<file path="src/rtl/nrp_pkg.sv">
package nrp_pkg;
  localparam logic [7:0] OP_STATUS = 8'h70;
  localparam logic [7:0] OP_READ0  = 8'h00;
  localparam int         RDY_BIT   = 6;

  typedef enum logic [2:0] {
    ST_IDLE,
    ST_CMDWAIT,
    ST_GAP_CMD,
    ST_ARM,
    ST_GAP_ARM,
    ST_POLL,
    ST_EXITWAIT
  } ctl_state_e;
endpackage

</file>
<file path="src/rtl/nrp_cmd_wr.sv">
// Writes one opcode: CLE and data are driven for one cycle before WE# falls
// and for one cycle after it rises.
module nrp_cmd_wr #(
  parameter int WE_LOW_CYC = 2
) (
  input  logic       clk,
  input  logic       rst,
  input  logic       go_i,
  input  logic [7:0] op_i,
  output logic       cle_o,
  output logic       we_n_o,
  output logic [7:0] dq_o,
  output logic       oe_o,
  output logic       done_o
);
  localparam int CW = $clog2(WE_LOW_CYC + 1);

  typedef enum logic [1:0] {W_IDLE, W_SETUP, W_LOW, W_HOLD} wr_ph_e;

  wr_ph_e        ph_q;
  logic [CW-1:0] cnt_q;

  always_ff @(posedge clk) begin
    if (rst) begin
      ph_q   <= W_IDLE;
      cnt_q  <= '0;
      cle_o  <= 1'b0;
      we_n_o <= 1'b1;
      dq_o   <= '0;
      oe_o   <= 1'b0;
      done_o <= 1'b0;
    end else begin
      done_o <= 1'b0;
      unique case (ph_q)
        W_IDLE: if (go_i) begin
          cle_o <= 1'b1;
          oe_o  <= 1'b1;
          dq_o  <= op_i;
          ph_q  <= W_SETUP;
        end
        W_SETUP: begin
          we_n_o <= 1'b0;
          cnt_q  <= '0;
          ph_q   <= W_LOW;
        end
        W_LOW: if (cnt_q == CW'(WE_LOW_CYC - 1)) begin
          we_n_o <= 1'b1;
          ph_q   <= W_HOLD;
        end else begin
          cnt_q <= cnt_q + CW'(1);
        end
        W_HOLD: begin
          cle_o  <= 1'b0;
          oe_o   <= 1'b0;
          done_o <= 1'b1;
          ph_q   <= W_IDLE;
        end
        default: ph_q <= W_IDLE;
      endcase
    end
  end

  AST_WE_SETUP: assert property (@(posedge clk) disable iff (rst)
    $fell(we_n_o) |-> $past(oe_o) && $past(cle_o));
  AST_WE_HOLD: assert property (@(posedge clk) disable iff (rst)
    $rose(we_n_o) |-> cle_o && oe_o);
  AST_DQ_STABLE_WE: assert property (@(posedge clk) disable iff (rst)
    !we_n_o |-> $stable(dq_o) && oe_o);
endmodule

</file>
<file path="src/rtl/nrp_stat_rd.sv">
// Reads one status byte: RE# is low for RE_LOW_CYC cycles and the byte is
// captured at the edge where RE# returns high.
module nrp_stat_rd #(
  parameter int RE_LOW_CYC = 3
) (
  input  logic       clk,
  input  logic       rst,
  input  logic       go_i,
  input  logic [7:0] dq_i,
  output logic       re_n_o,
  output logic [7:0] byte_o,
  output logic       done_o
);
  localparam int CW = $clog2(RE_LOW_CYC + 1);

  typedef enum logic [1:0] {R_IDLE, R_LOW, R_REC} rd_ph_e;

  rd_ph_e        ph_q;
  logic [CW-1:0] cnt_q;

  always_ff @(posedge clk) begin
    if (rst) begin
      ph_q   <= R_IDLE;
      cnt_q  <= '0;
      re_n_o <= 1'b1;
      byte_o <= '0;
      done_o <= 1'b0;
    end else begin
      done_o <= 1'b0;
      unique case (ph_q)
        R_IDLE: if (go_i) begin
          re_n_o <= 1'b0;
          cnt_q  <= '0;
          ph_q   <= R_LOW;
        end
        R_LOW: if (cnt_q == CW'(RE_LOW_CYC - 1)) begin
          re_n_o <= 1'b1;
          byte_o <= dq_i;
          ph_q   <= R_REC;
        end else begin
          cnt_q <= cnt_q + CW'(1);
        end
        R_REC: begin
          done_o <= 1'b1;
          ph_q   <= R_IDLE;
        end
        default: ph_q <= R_IDLE;
      endcase
    end
  end

  AST_RD_DONE_RE_HIGH: assert property (@(posedge clk) disable iff (rst)
    done_o |-> re_n_o && $past(re_n_o));
  AST_BYTE_ONLY_ON_RISE: assert property (@(posedge clk) disable iff (rst)
    !$rose(re_n_o) |-> $stable(byte_o));
endmodule

</file>
<file path="src/rtl/nrp_budget.sv">
// Counts the cycles of the wait from the moment it is armed; the expired
// flag stays set until the next load.
module nrp_budget #(
  parameter int W = 20
) (
  input  logic         clk,
  input  logic         rst,
  input  logic         load_i,
  input  logic         run_i,
  input  logic [W-1:0] limit_i,
  output logic         expired_o
);
  logic [W-1:0] cnt_q;
  logic [W-1:0] lim_q;
  logic [W-1:0] cnt_nx;

  assign cnt_nx = cnt_q + W'(1);

  always_ff @(posedge clk) begin
    if (rst) begin
      cnt_q     <= '0;
      lim_q     <= '0;
      expired_o <= 1'b0;
    end else if (load_i) begin
      cnt_q     <= '0;
      lim_q     <= limit_i;
      expired_o <= (limit_i == '0);
    end else if (run_i && !expired_o) begin
      cnt_q     <= cnt_nx;
      expired_o <= (cnt_nx == lim_q);
    end
  end

  AST_EXPIRED_STICKY: assert property (@(posedge clk) disable iff (rst)
    expired_o && !load_i |=> expired_o);
  AST_CNT_BOUNDED: assert property (@(posedge clk) disable iff (rst)
    !load_i && !expired_o |=> cnt_q <= lim_q);
endmodule

</file>
<file path="src/rtl/nand_rdy_poller.sv">
module nand_rdy_poller
  import nrp_pkg::*;
#(
  parameter int BUDGET_W      = 20,
  parameter int WE_LOW_CYC    = 2,
  parameter int RE_LOW_CYC    = 3,
  parameter int POST_CMD_IDLE = 5,  // at least 1
  parameter int POST_ARM_IDLE = 2   // at least 1
) (
  input  logic                clk,
  input  logic                rst,
  input  logic                start_i,
  input  logic                exit_read_i,
  input  logic [BUDGET_W-1:0] budget_i,
  output logic                busy_o,
  output logic                done_o,
  output logic                timeout_o,
  output logic [7:0]          status_o,
  output logic                nand_ce_n_o,
  output logic                nand_cle_o,
  output logic                nand_we_n_o,
  output logic                nand_re_n_o,
  output logic [7:0]          nand_dq_o,
  output logic                nand_dq_oe_o,
  input  logic [7:0]          nand_dq_i
);
  localparam int GAP_MAX = (POST_CMD_IDLE > POST_ARM_IDLE) ? POST_CMD_IDLE : POST_ARM_IDLE;
  localparam int GAP_W   = $clog2(GAP_MAX + 1);

  ctl_state_e          st_q;
  logic [GAP_W-1:0]    gap_q;
  logic                busy_q, ce_n_q, done_q, tmo_q, exit_q;
  logic [BUDGET_W-1:0] bud_q;
  logic                wr_go_q, rd_go_q, tm_load_q;
  logic [7:0]          wr_op_q;
  logic                wr_done, rd_done, tm_exp, tm_run;
  logic [7:0]          rd_byte;

  assign tm_run = (st_q == ST_GAP_ARM) || (st_q == ST_POLL);

  nrp_cmd_wr #(.WE_LOW_CYC(WE_LOW_CYC)) u_wr (
    .clk    (clk),
    .rst    (rst),
    .go_i   (wr_go_q),
    .op_i   (wr_op_q),
    .cle_o  (nand_cle_o),
    .we_n_o (nand_we_n_o),
    .dq_o   (nand_dq_o),
    .oe_o   (nand_dq_oe_o),
    .done_o (wr_done)
  );

  nrp_stat_rd #(.RE_LOW_CYC(RE_LOW_CYC)) u_rd (
    .clk    (clk),
    .rst    (rst),
    .go_i   (rd_go_q),
    .dq_i   (nand_dq_i),
    .re_n_o (nand_re_n_o),
    .byte_o (rd_byte),
    .done_o (rd_done)
  );

  nrp_budget #(.W(BUDGET_W)) u_tm (
    .clk       (clk),
    .rst       (rst),
    .load_i    (tm_load_q),
    .run_i     (tm_run),
    .limit_i   (bud_q),
    .expired_o (tm_exp)
  );

  always_ff @(posedge clk) begin
    if (rst) begin
      st_q      <= ST_IDLE;
      gap_q     <= '0;
      busy_q    <= 1'b0;
      ce_n_q    <= 1'b1;
      done_q    <= 1'b0;
      tmo_q     <= 1'b0;
      exit_q    <= 1'b0;
      bud_q     <= '0;
      wr_go_q   <= 1'b0;
      wr_op_q   <= OP_STATUS;
      rd_go_q   <= 1'b0;
      tm_load_q <= 1'b0;
    end else begin
      done_q    <= 1'b0;
      tmo_q     <= 1'b0;
      wr_go_q   <= 1'b0;
      rd_go_q   <= 1'b0;
      tm_load_q <= 1'b0;
      unique case (st_q)
        ST_IDLE: if (start_i) begin
          busy_q  <= 1'b1;
          ce_n_q  <= 1'b0;
          exit_q  <= exit_read_i;
          bud_q   <= budget_i;
          wr_op_q <= OP_STATUS;
          wr_go_q <= 1'b1;
          st_q    <= ST_CMDWAIT;
        end
        ST_CMDWAIT: if (wr_done) begin
          gap_q <= '0;
          st_q  <= ST_GAP_CMD;
        end
        ST_GAP_CMD: if (gap_q == GAP_W'(POST_CMD_IDLE - 1)) begin
          st_q <= ST_ARM;
        end else begin
          gap_q <= gap_q + GAP_W'(1);
        end
        ST_ARM: begin
          tm_load_q <= 1'b1;
          gap_q     <= '0;
          st_q      <= ST_GAP_ARM;
        end
        ST_GAP_ARM: if (gap_q == GAP_W'(POST_ARM_IDLE - 1)) begin
          rd_go_q <= 1'b1;
          st_q    <= ST_POLL;
        end else begin
          gap_q <= gap_q + GAP_W'(1);
        end
        ST_POLL: if (rd_done) begin
          if (rd_byte[RDY_BIT]) begin
            if (exit_q) begin
              wr_op_q <= OP_READ0;
              wr_go_q <= 1'b1;
              st_q    <= ST_EXITWAIT;
            end else begin
              busy_q <= 1'b0;
              ce_n_q <= 1'b1;
              done_q <= 1'b1;
              st_q   <= ST_IDLE;
            end
          end else if (tm_exp) begin
            busy_q <= 1'b0;
            ce_n_q <= 1'b1;
            tmo_q  <= 1'b1;
            st_q   <= ST_IDLE;
          end else begin
            rd_go_q <= 1'b1;
          end
        end
        ST_EXITWAIT: if (wr_done) begin
          busy_q <= 1'b0;
          ce_n_q <= 1'b1;
          done_q <= 1'b1;
          st_q   <= ST_IDLE;
        end
        default: st_q <= ST_IDLE;
      endcase
    end
  end

  assign busy_o      = busy_q;
  assign done_o      = done_q;
  assign timeout_o   = tmo_q;
  assign status_o    = rd_byte;
  assign nand_ce_n_o = ce_n_q;

  AST_BUSY_CE_LOW: assert property (@(posedge clk) disable iff (rst)
    busy_o |-> !nand_ce_n_o);
  AST_CLE_NOT_WITH_RE: assert property (@(posedge clk) disable iff (rst)
    nand_cle_o |-> nand_re_n_o);
  AST_END_DROPS_BUSY: assert property (@(posedge clk) disable iff (rst)
    (done_o || timeout_o) |-> !busy_o && $past(busy_o));
  AST_DONE_TMO_EXCL: assert property (@(posedge clk) disable iff (rst)
    done_o |-> !timeout_o);
  AST_TMO_NEEDS_EXPIRY: assert property (@(posedge clk) disable iff (rst)
    timeout_o |-> $past(tm_exp) && !$past(rd_byte[RDY_BIT]));
  AST_DONE_AFTER_READY: assert property (@(posedge clk) disable iff (rst)
    done_o |-> status_o[RDY_BIT]);
  AST_OPCODE_NEEDS_CE: assert property (@(posedge clk) disable iff (rst)
    !nand_we_n_o |-> !nand_ce_n_o);
endmodule

</file>
<file path="config.mk">
export PLATFORM = sky130hd
export DESIGN_NAME = nand_rdy_poller
export DESIGN_NICKNAME = d
export VERILOG_FILES = /design/src/rtl/nrp_pkg.sv /design/src/rtl/nrp_cmd_wr.sv /design/src/rtl/nrp_stat_rd.sv /design/src/rtl/nrp_budget.sv /design/src/rtl/nand_rdy_poller.sv
export SDC_FILE = /design/constraint.sdc
export NUM_CORES = 1
export LEC_CHECK = 0
export BUFFER_PORTS_ARGS = -buffer_cell sky130_fd_sc_hd__buf_2
export CAP_MARGIN = 5
export CORE_MARGIN = 2
export CORE_UTILIZATION = 45
export CTS_BUF_LIST = sky130_fd_sc_hd__clkbuf_8 sky130_fd_sc_hd__clkbuf_16
export DETAILED_ROUTE_END_ITERATION = 8
export SYNTH_ARGS = -nofsm -noshare
export SYNTH_HDL_FRONTEND = slang
export SYNTH_SLANG_ARGS = --single-unit
</file>
<file path="constraint.sdc">
create_clock -name clk -period 4.1 [get_ports clk]
set_clock_uncertainty 0.2 [all_clocks]
set_input_delay 0.41 -clock clk [delete_from_list [all_inputs] [get_ports clk]]
set_output_delay 0.41 -clock clk [all_outputs]
set_load 0.1 [all_outputs]
</file>
After elaboration in Yosys (flattened, before gate mapping)

Index checks and enable logic that the tools add are counted.

Bits in registers: 112
Latch bits: 0
Bits in writable memories: 0
Memory bits (read-only): 0
Input port bits: 32
Output and inout bits: 24
Logic and storage cells: 167
Memories: 0

Add/subtract/negate cells: 4
$mul: 0
Divide/modulo/power cells: 0
Magnitude comparators: 0
Equality and inequality tests: 34
Shift operators: 0
Mux-type cells: 71
Bitwise logic cells: 2
Reduce and logical (&&, ||, !) cells: 30

Operator list:

| cell                                          | count |
|---|---|
| two-way mux 1 bit                             | 34 |
| two-way mux 3 bit                             | 11 |
| two-way mux 8 bit                             | 4 |
| case mux 3 bit (7 select lines)               | 1 |
| adder 20 x 1 -> 20 bit, second input constant | 1 |
| == test 20 bit                                | 1 |
| logical NOT 20 bit                            | 1 |
| != test 2 bit, second input constant          | 9 |
| case mux 8 bit (2 select lines)               | 1 |
| AND reduction 2 bit                           | 8 |
| two-way mux 2 bit                             | 7 |
| != test 2 x 1 -> 1 bit, second input constant | 7 |
| == test 3 bit, second input constant          | 4 |
| case mux 1 bit (2 select lines)               | 6 |
| case mux 2 bit (2 select lines)               | 3 |
| case mux 3 bit (4 select lines)               | 1 |
| nonzero test 2 bit                            | 5 |
| == test 2 bit, second input constant          | 4 |
| case mux 2 bit (4 select lines)               | 1 |
| AND reduction 7 bit                           | 1 |
| == test 2 x 1 -> 1 bit, second input constant | 3 |
| == test 3 x 1 -> 1 bit, second input constant | 2 |
| == test 3 x 2 -> 1 bit, second input constant | 2 |
| case mux 1 bit (3 select lines)               | 2 |
| other kinds (18)                              | 22 |

Longest topological paths before layout

Gate-level depths: netlist (run 1).

Word-level depth: 5
Mapped depth: 9
Gate-level depth less buffers: 8

By module

Synthesis (run 1) repeated with hierarchy kept, for this count alone.

Cells, all modules: 590
Area total of the unflattened synthesis: 5079.9 µm²

By module, submodules not included:

| module          | instances | cells an instance | area an instance (µm²) | seq. area each (µm²) |
|---|---|---|---|---|
| nrp_budget      | 1         | 268               | 2308.5                 | 820.8 |
| nand_rdy_poller | 1         | 181               | 1500.2                 | 700.7 |
| nrp_cmd_wr      | 1         | 85                | 710.7                  | 300.3 |
| nrp_stat_rd     | 1         | 56                | 560.5                  | 280.3 |

Worst setup path before layout (run 1)

OpenSTA, ideal clock, no wires.

Kind: reg-to-reg
Start point: register u_tm.cnt_q[0]
End point: register u_tm.expired_o
Library setup time: 0.087 ns
Data arrival time: 2.045 ns
Data required time: 3.813 ns
Path slack: 1.768 ns
Stages on the path, launching flop included: 8
Path buffers: 0
Clock period less this slack: 2.332 ns
Path through: dfxtp_1 > ha_1 > nand3_1 > nor4_4 > mux2_2 > a31oi_1 > o22ai_1 > o31ai_1

Cells in the longest elaborated chain, start to end: 4

RTL lines:

| element                  | line             | source |
|---|---|---|
| start: declaration       | nrp_budget.sv:13 | `logic [W-1:0] cnt_q;` |
| start signal: assignment | nrp_budget.sv:29 | `cnt_q <= cnt_nx;` |
| adder 20 x 1 -> 20 bit   | nrp_budget.sv:17 | `assign cnt_nx = cnt_q + W'(1);` |
| == test 20 bit           | nrp_budget.sv:30 | `expired_o <= (cnt_nx == lim_q);` |
| two-way mux 1 bit        | nrp_budget.sv:28 | `end else if (run_i && !expired_o) begin` |
| two-way mux 1 bit        | nrp_budget.sv:24 | `end else if (load_i) begin` |
| end signal: assignment   | nrp_budget.sv:27 | `expired_o <= (limit_i == '0);` |
| end signal: assignment   | nrp_budget.sv:30 |  |
| end: declaration         | nrp_budget.sv:11 | `output logic expired_o` |

No other way between the ends. The select of a mux whose other input is x is not followed.
A chain may end at the register's enable or synchronous reset.

Worst setup path in the final report (run 1)

Same ends and word-level chain as after synthesis.

==> key figures, run 1 <==
Routing
  – DRC viols: 0
  – Total wire length: 10800 um
  – Metal2 WL: 4970 um
  – ANT nets after route: 0
  – DRT met1 WL: 5110 um
  – Wire length per cell: 14.5 um
  – Vias/cell: 5.29
  – Vias: 3941
  – Met3 wire length: 467 um
  – First drt pass iteration count: 5
  – Top Metal Used: met4
  – Initial DRC count: 184

Synthesis
  – Synth Register Bits: 98
  – Synth Flop Type: dfxtp_1
  – Mapped Cells: 577
  – Top cells by count, synth: 98 x dfxtp_1, 74 x nand2_1, 63 x nor2_1
  – Seq/Total Area, Yosys: 40.9%
  – Top cell type's share of synthesized area: 40.9%
  – Top post-synthesis cells by area: dfxtp_1 41%, a21oi_1 5.9%, nand2_1 5.8%, mux2i_1 5.2%, nor2_1 4.9%
  – Yosys top cell by area: dfxtp_1
  – Syn. warnings: 0
  – Avg Cell Area, Syn: 8.32 um^2
  – Post-synthesis cell type count: 60
  – Most common cell in the netlist: dfxtp_1
  – Ys async rst share: 0%
  – Post-synthesis cell area: 4800 um^2
  – EDFF count, synth: 0

Timing
  – Minimum clock period: 2.57 ns
  – Slew Limit Fails: 0
  – RSZ-0062 raised after global routing: false
  – Worst-Margin Slew: 0.854 ns
  – Final period utilization: 62.7%
  – Fmax: 0.389 GHz
  – Slew headroom: 42.9%
  – Setup WS post-layout: 1.53 ns
  – Setup_tns: 0 ns
  – Finish-stage setup viols: 0
  – Hold Vio Cnt, Final: 0

Global route
  – Largest net degree at the start of global routing: 80
  – Antenna violations before repair: 0
  – GRT Total Usage: 19.9%
  – Vias in the first global route: 3691
  – Gr ovfl total: 0
  – First-pass GRT wire length: 18000 um

Die
  – I/O pin count: 56
  – Die Y-Extent: 107 um
  – Initial Utilization: 46.5%
  – Die W: 107 um
  – Die ar.: 11500 um^2
  – Core Rows: 37
  – Core area: 10300 um^2

Clock network
  – Worst skew pair latency: 0.38 ns
  – Maximum level of the CTS H-tree: 3
  – Root buffer cell: clkbuf_8
  – CTS sink count: 98
  – Setup bufs post-CTS: 0
  – CTS tree: yes
  – CTS hold repair buffers: 0
  – CTS Buf Count: 9
  – Resized Gates After CTS: 0
  – Clock Tree Buf Depth: 2
  – Clk slew on worst S/H paths: 0.10 ns

Pwr
  – Seq pwr share: 46.8%
  – Peak supply drop: 0.423 mV
  – P_int: 1.48 mW
  – Power Dens Cells: 467 nW/um^2
  – Switch Pwr: 0.964 mW
  – Sw Ratio: 39.4%
  – Lkg Pwr: 1.95 nW
  – Overall Power: 2.44 mW
  – Combinational group share of total power: 29.2%
  – Clock power frac: 23.9%

Layout
  – Non-Filler Instances: 745
  – Nets: 647
  – Final-layout fill cell count: 1022
  – Area growth syn-to-layout: 9.05%
  – Antenna cells: 0
  – Layout cells sized above 1: 13.1%
  – Fin util: 50.7%

Setup path
  – Max incr delay on CP: 0.45 ns
  – Top Family by Delay on Critical Path: simple AND/OR/NAND/NOR gates
  – Critical path data arrival time: 2.67 ns
  – CP Capture Type: flip-flop
  – Worst R2R Path Depth: 7
  – Worst path bufs/invs: 0
  – Cell depth of the worst setup path: 7
  – Worst setup SP type: flip-flop
  – Critical path fanouts, max: 8
  – CP Class: flip-flop to flip-flop
  – Crit path cell chain: ha_1, nand3_1, nor4_4, mux2_2, a31oi_1, o22ai_1, o31ai_1
  – WP data required: 4.20 ns
  – Critical Path Slowest Stage Cell: dfxtp_1

Outcome
  – Status: completed

Run
  – Max-cap violation count: 0

Placement
  – HPWL after DPL: 7650 um
  – # port buffers: 50
  – Placed insts: 730
  – Placer Congestion: 0.892
  – Setup WS pre-CTS: 1.52 ns

Min path
  – WHS Path Cells: 3
  – Hold Path Class: input pin to flip-flop
layer usage:
| layer | up-vias | track usage (%) |
|---|---|---|
| li1 | 2020 | - |
| met1 | 1819 | 25.8 |
| met2 | 88 | 31.6 |
| met3 | 14 | 5.57 |
| met4 | 0 | 7.42 |
| met5 | - | 0 |
cell families (layout without fill, tap and decap cells):
group / after synthesis / in the layout / share of synthesized area [%]
XOR/XNOR: 40 / 40 / 7.30
buffers and inverters: 56 / 84 / 5.37
adder cells (fa/ha/maj): 10 / 10 / 2.61
flip-flops: 98 / 98 / 40.9
multiplexers: 26 / 26 / 5.45
other: 1 / 5 / 0.0781
AO/OA/AOI/OAI: 104 / 104 / 12.6
AND/OR/NAND/NOR: 242 / 242 / 25.7
worst reg2reg max path, delay by kind of cell, from the launching register on:
family | cells | cell delay [ns]
and+or+nand+nor | 2 | 0.68
DFF | 1 | 0.45
AOI/OAI and AO/OA | 3 | 0.45
muxes | 1 | 0.39
adders and majority gates | 1 | 0.33
placed cells by master (no fill, tap or decap), drive strengths merged, types with 5 or more instances in the layout:
cell type	netlist	layout
nor3	12	12
nand2b	8	8
ha	10	10
inv	16	20
clkbuf	21	9
xnor2	24	24
nand4	14	14
nor2	65	65
nor3b	6	6
or3	10	10
nor2b	6	6
nand2	74	74
conb	1	5
a21oi	57	57
o21ai	16	16
xor2	16	16
buf	19	53
mux2i	25	25
dfxtp	98	98
nor4	6	6
nand3	16	16
and2	6	6
worst paths after layout:
path / startpoint / to / slack (ns)
max reg2reg: u_tm.cnt_q[0] / u_tm.expired_o / 1.53
max: u_tm.cnt_q[0] / u_tm.expired_o / 1.53
min: budget_i[2] / bud_q[2] / 0.06
min reg2reg: u_rd.byte_o[1] / u_rd.byte_o[1] / 0.26
metrics by stage:
step / hold WS (ns) / cell area, um^2
CTS: 0.0314 / 5230
floorplan: 0.235 / 4810
finish: 0.0551 / 5230
detailed placement: 0.247 / 5060
global placement: 0.240 / 5060
global route: 0.0268 / 5230
registers in the layout (all words and copies together), names as in the netlist, 3 cells and up:
name	cells
gap_q	3
st_q	3
u_rd.byte_o	8
bud_q	20
u_tm.lim_q	20
u_tm.cnt_q	20
power by group through the flow:
stage	clock [mW]	sequential [mW]	combinational [mW]
5_1_grt	0.648	1.16	0.794
2_1_floorplan	0	1.23	0.504
4_1_cts	0.608	1.14	0.719
3_3_place_gp	0	1.16	0.709
6_report	0.585	1.14	0.714
3_5_place_dp	0	1.17	0.717
area by class of cell:
cell class	instances	area (um^2)	area share (%)
multi-input combinational	427	2590	49.6
sequential	98	1960	37.5
timing repair buffer	53	273	5.21
tap	136	170	3.25
clock buffer	9	124	2.37
inverter	16	60.1	1.15
clock inverter	6	50.0	0.956
Note: power is estimated with default switching activity, not from simulation.
==> run 2: changes to the inputs <==
clock period = 2.7 ns   (was 4.1 ns; I/O delays follow)
==> key figures, run 2 (synthesis gave the netlist of run 1 again) <==
Outcome
  – Status: completed

Timing
  – Setup WS post-layout: 0.310 ns (-1.22 ns)
  – Hold Vio Cnt, Final: 0 (unchanged)
  – Slew headroom: 56.0% (+13 points)
  – Setup_tns: 0 ns (unchanged)
  – Worst-Margin Slew: 0.658 ns (-0.196 ns)
  – Finish-stage setup viols: 0 (unchanged)
  – Slew Limit Fails: 0 (unchanged)
  – RSZ-0062 raised after global routing: false
  – Fmax: 0.418 GHz (+7.6%)
  – Minimum clock period: 2.39 ns (-0.181 ns)
  – Final period utilization: 88.5% (+26 points)

Layout
  – Commonest non-fill, non-tap cell in the layout: dfxtp_1
  – Most frequent cells in the layout: 98 x dfxtp_1, 74 x nand2_1, 63 x nor2_1, 57 x a21oi_1, 50 x buf_2
  – Area growth syn-to-layout: 16.3%
  – Fin util: 54.1% (+3.4 points)
  – Antenna cells: 0 (unchanged)
  – Top flop regs: bud_q: 20 flops, u_tm.cnt_q: 20 flops, u_tm.lim_q: 20 flops
  – Layout cells sized above 1: 13.6% (+0.49 points)
  – Nets: 683 (+5.6%)

Routing
  – Total wire length: 11000 um (+1.9%)
  – Wire length per cell: 14.0 um (-2.9%)
  – ANT nets after route: 0 (unchanged)
  – Initial DRC count: 149 (-19%)
  – First drt pass iteration count: 4 (-1)
  – DRC viols: 0 (unchanged)
  – Vias/cell: 5.23 (-1.1%)
  – Vias: 4092 (+3.8%)

Die
  – I/O pin count: 56 (unchanged)
  – Die ar.: 11500 um^2 (unchanged)
  – Initial Utilization: 46.5% (unchanged)
  – Core area: 10300 um^2 (unchanged)
  – Die W: 107 um (unchanged)
  – Die Y-Extent: 107 um (unchanged)
  – Core Rows: 37 (unchanged)

Clock network
  – Root buffer cell: clkbuf_8
  – CTS sink count: 98 (unchanged)
  – Setup bufs post-CTS: 0 (unchanged)
  – Worst skew pair latency: 0.36 ns (-0.02 ns)
  – Clk slew on worst S/H paths: 0.10 ns (about the same)
  – Resized Gates After CTS: 0 (unchanged)
  – CTS Buf Count: 9 (unchanged)
  – Maximum level of the CTS H-tree: 3 (unchanged)
  – CTS tree: yes
  – Clock Tree Buf Depth: 2 (unchanged)
  – CTS hold repair buffers: 29 (+29)

Global route
  – First-pass GRT wire length: 18500 um (+2.5%)
  – Vias in the first global route: 3844 (+4.1%)
  – Met2 Usage GRT: 32.4% (+0.81 points)
  – Largest net degree at the start of global routing: 44 (-45%)
  – GR peak layer: met2
  – GRT Total Usage: 20.0% (+0.12 points)
  – Gr ovfl total: 0 (unchanged)
  – Met3 Usage GRT: 3.09% (-2.5 points)
  – GR Layer Usage met1: 27.1% (+1.3 points)
  – Antenna violations before repair: 0 (unchanged)

Placement
  – HPWL after DPL: 7770 um (+1.6%)
  – # port buffers: 50 (unchanged)
  – Setup WS pre-CTS: 0.308 ns (-1.22 ns)
  – Placer Congestion: 0.879 (-1.4%)

Pwr
  – Switch Pwr: 1.45 mW (+51%)
  – Peak supply drop: 0.566 mV (+34%)
  – Power Dens Cells: 673 nW/um^2 (+44%)
  – Combinational group share of total power: 30.4% (+1.2 points)
  – Clock power frac: 23.5% (-0.4 points)
  – Seq pwr share: 46.1% (-0.7 points)
  – P_int: 2.31 mW (+56%)
  – Sw Ratio: 38.6% (-0.84 points)
  – Lkg Pwr: 2.10 nW (+7.8%)

Setup path
  – Critical path fanouts, max: 8 (unchanged)
  – Worst setup SP type: flip-flop
  – Critical path data arrival time: 2.47 ns (-0.20 ns)
  – WP data required: 2.78 ns (-1.42 ns)
  – CP Capture Type: flip-flop
  – CP Class: flip-flop to flip-flop

Run
  – Max-cap violation count: 0 (unchanged)

Min path
  – Hold Path Class: input pin to flip-flop
[run 2: critical path, cell delays in order (launching register included)]
cell     delay, ns
dfxtp_1       0.40
ha_1          0.33
nand3_1       0.23
nor4_4        0.32
mux2_2        0.36
a31oi_1       0.13
o22ai_1       0.11
o31ai_1       0.24
[run 2: area by class of cell]
type,instances,area (um^2)
sequential,98,1960
clock inverter,6,41.3
inverter,16,60.1
timing repair buffer,89,616
tap,136,170
clock buffer,10,138
multi-input combinational,427,2590
fill,971,4740
[run 2: path summary, 6_finish.rpt]
| kind | start | to | slack [ns] | cells past startpoint |
|---|---|---|---|---|
| worst max-delay path | u_tm.cnt_q[1] | u_tm.expired_o | 0.31 | 7 |
| worst min register to register | u_rd.byte_o[1] | u_rd.byte_o[1] | 0.26 | 2 |
| worst max register to register | u_tm.cnt_q[1] | u_tm.expired_o | 0.31 | 7 |
| worst min-delay path | start_i | bud_q[17] | 0.15 | 4 |
[run 2: power groups by stage]
stage	registers, mW	logic, mW	clock network, mW
finish	1.73	1.14	0.883
CTS	1.73	1.15	0.919
global placement	1.76	1.10	0
floorplan	1.87	0.766	0
global route	1.75	1.26	0.969
detailed placement	1.77	1.11	0
[run 2: metrics by stage]
stage / instance area, um^2 / hold slack (ns) / cells / total power, mW
3_5_place_dp: 5110 / 0.248 / 737 / 2.88
6_report: 5580 / 0.152 / 782 / 3.76
3_3_place_gp: 5110 / 0.240 / 737 / 2.86
5_1_grt: 5580 / 0.177 / 782 / 3.99
2_1_floorplan: 4810 / 0.206 / 581 / 2.64
4_1_cts: 5580 / 0.138 / 782 / 3.80
[run 2: metal layers]
layer,share of wire [%],vias to the layer above
li1,-,2101
met1,48,1911
met2,48,70
met3,2.9,10
met4,1.3,0
met5,0,-
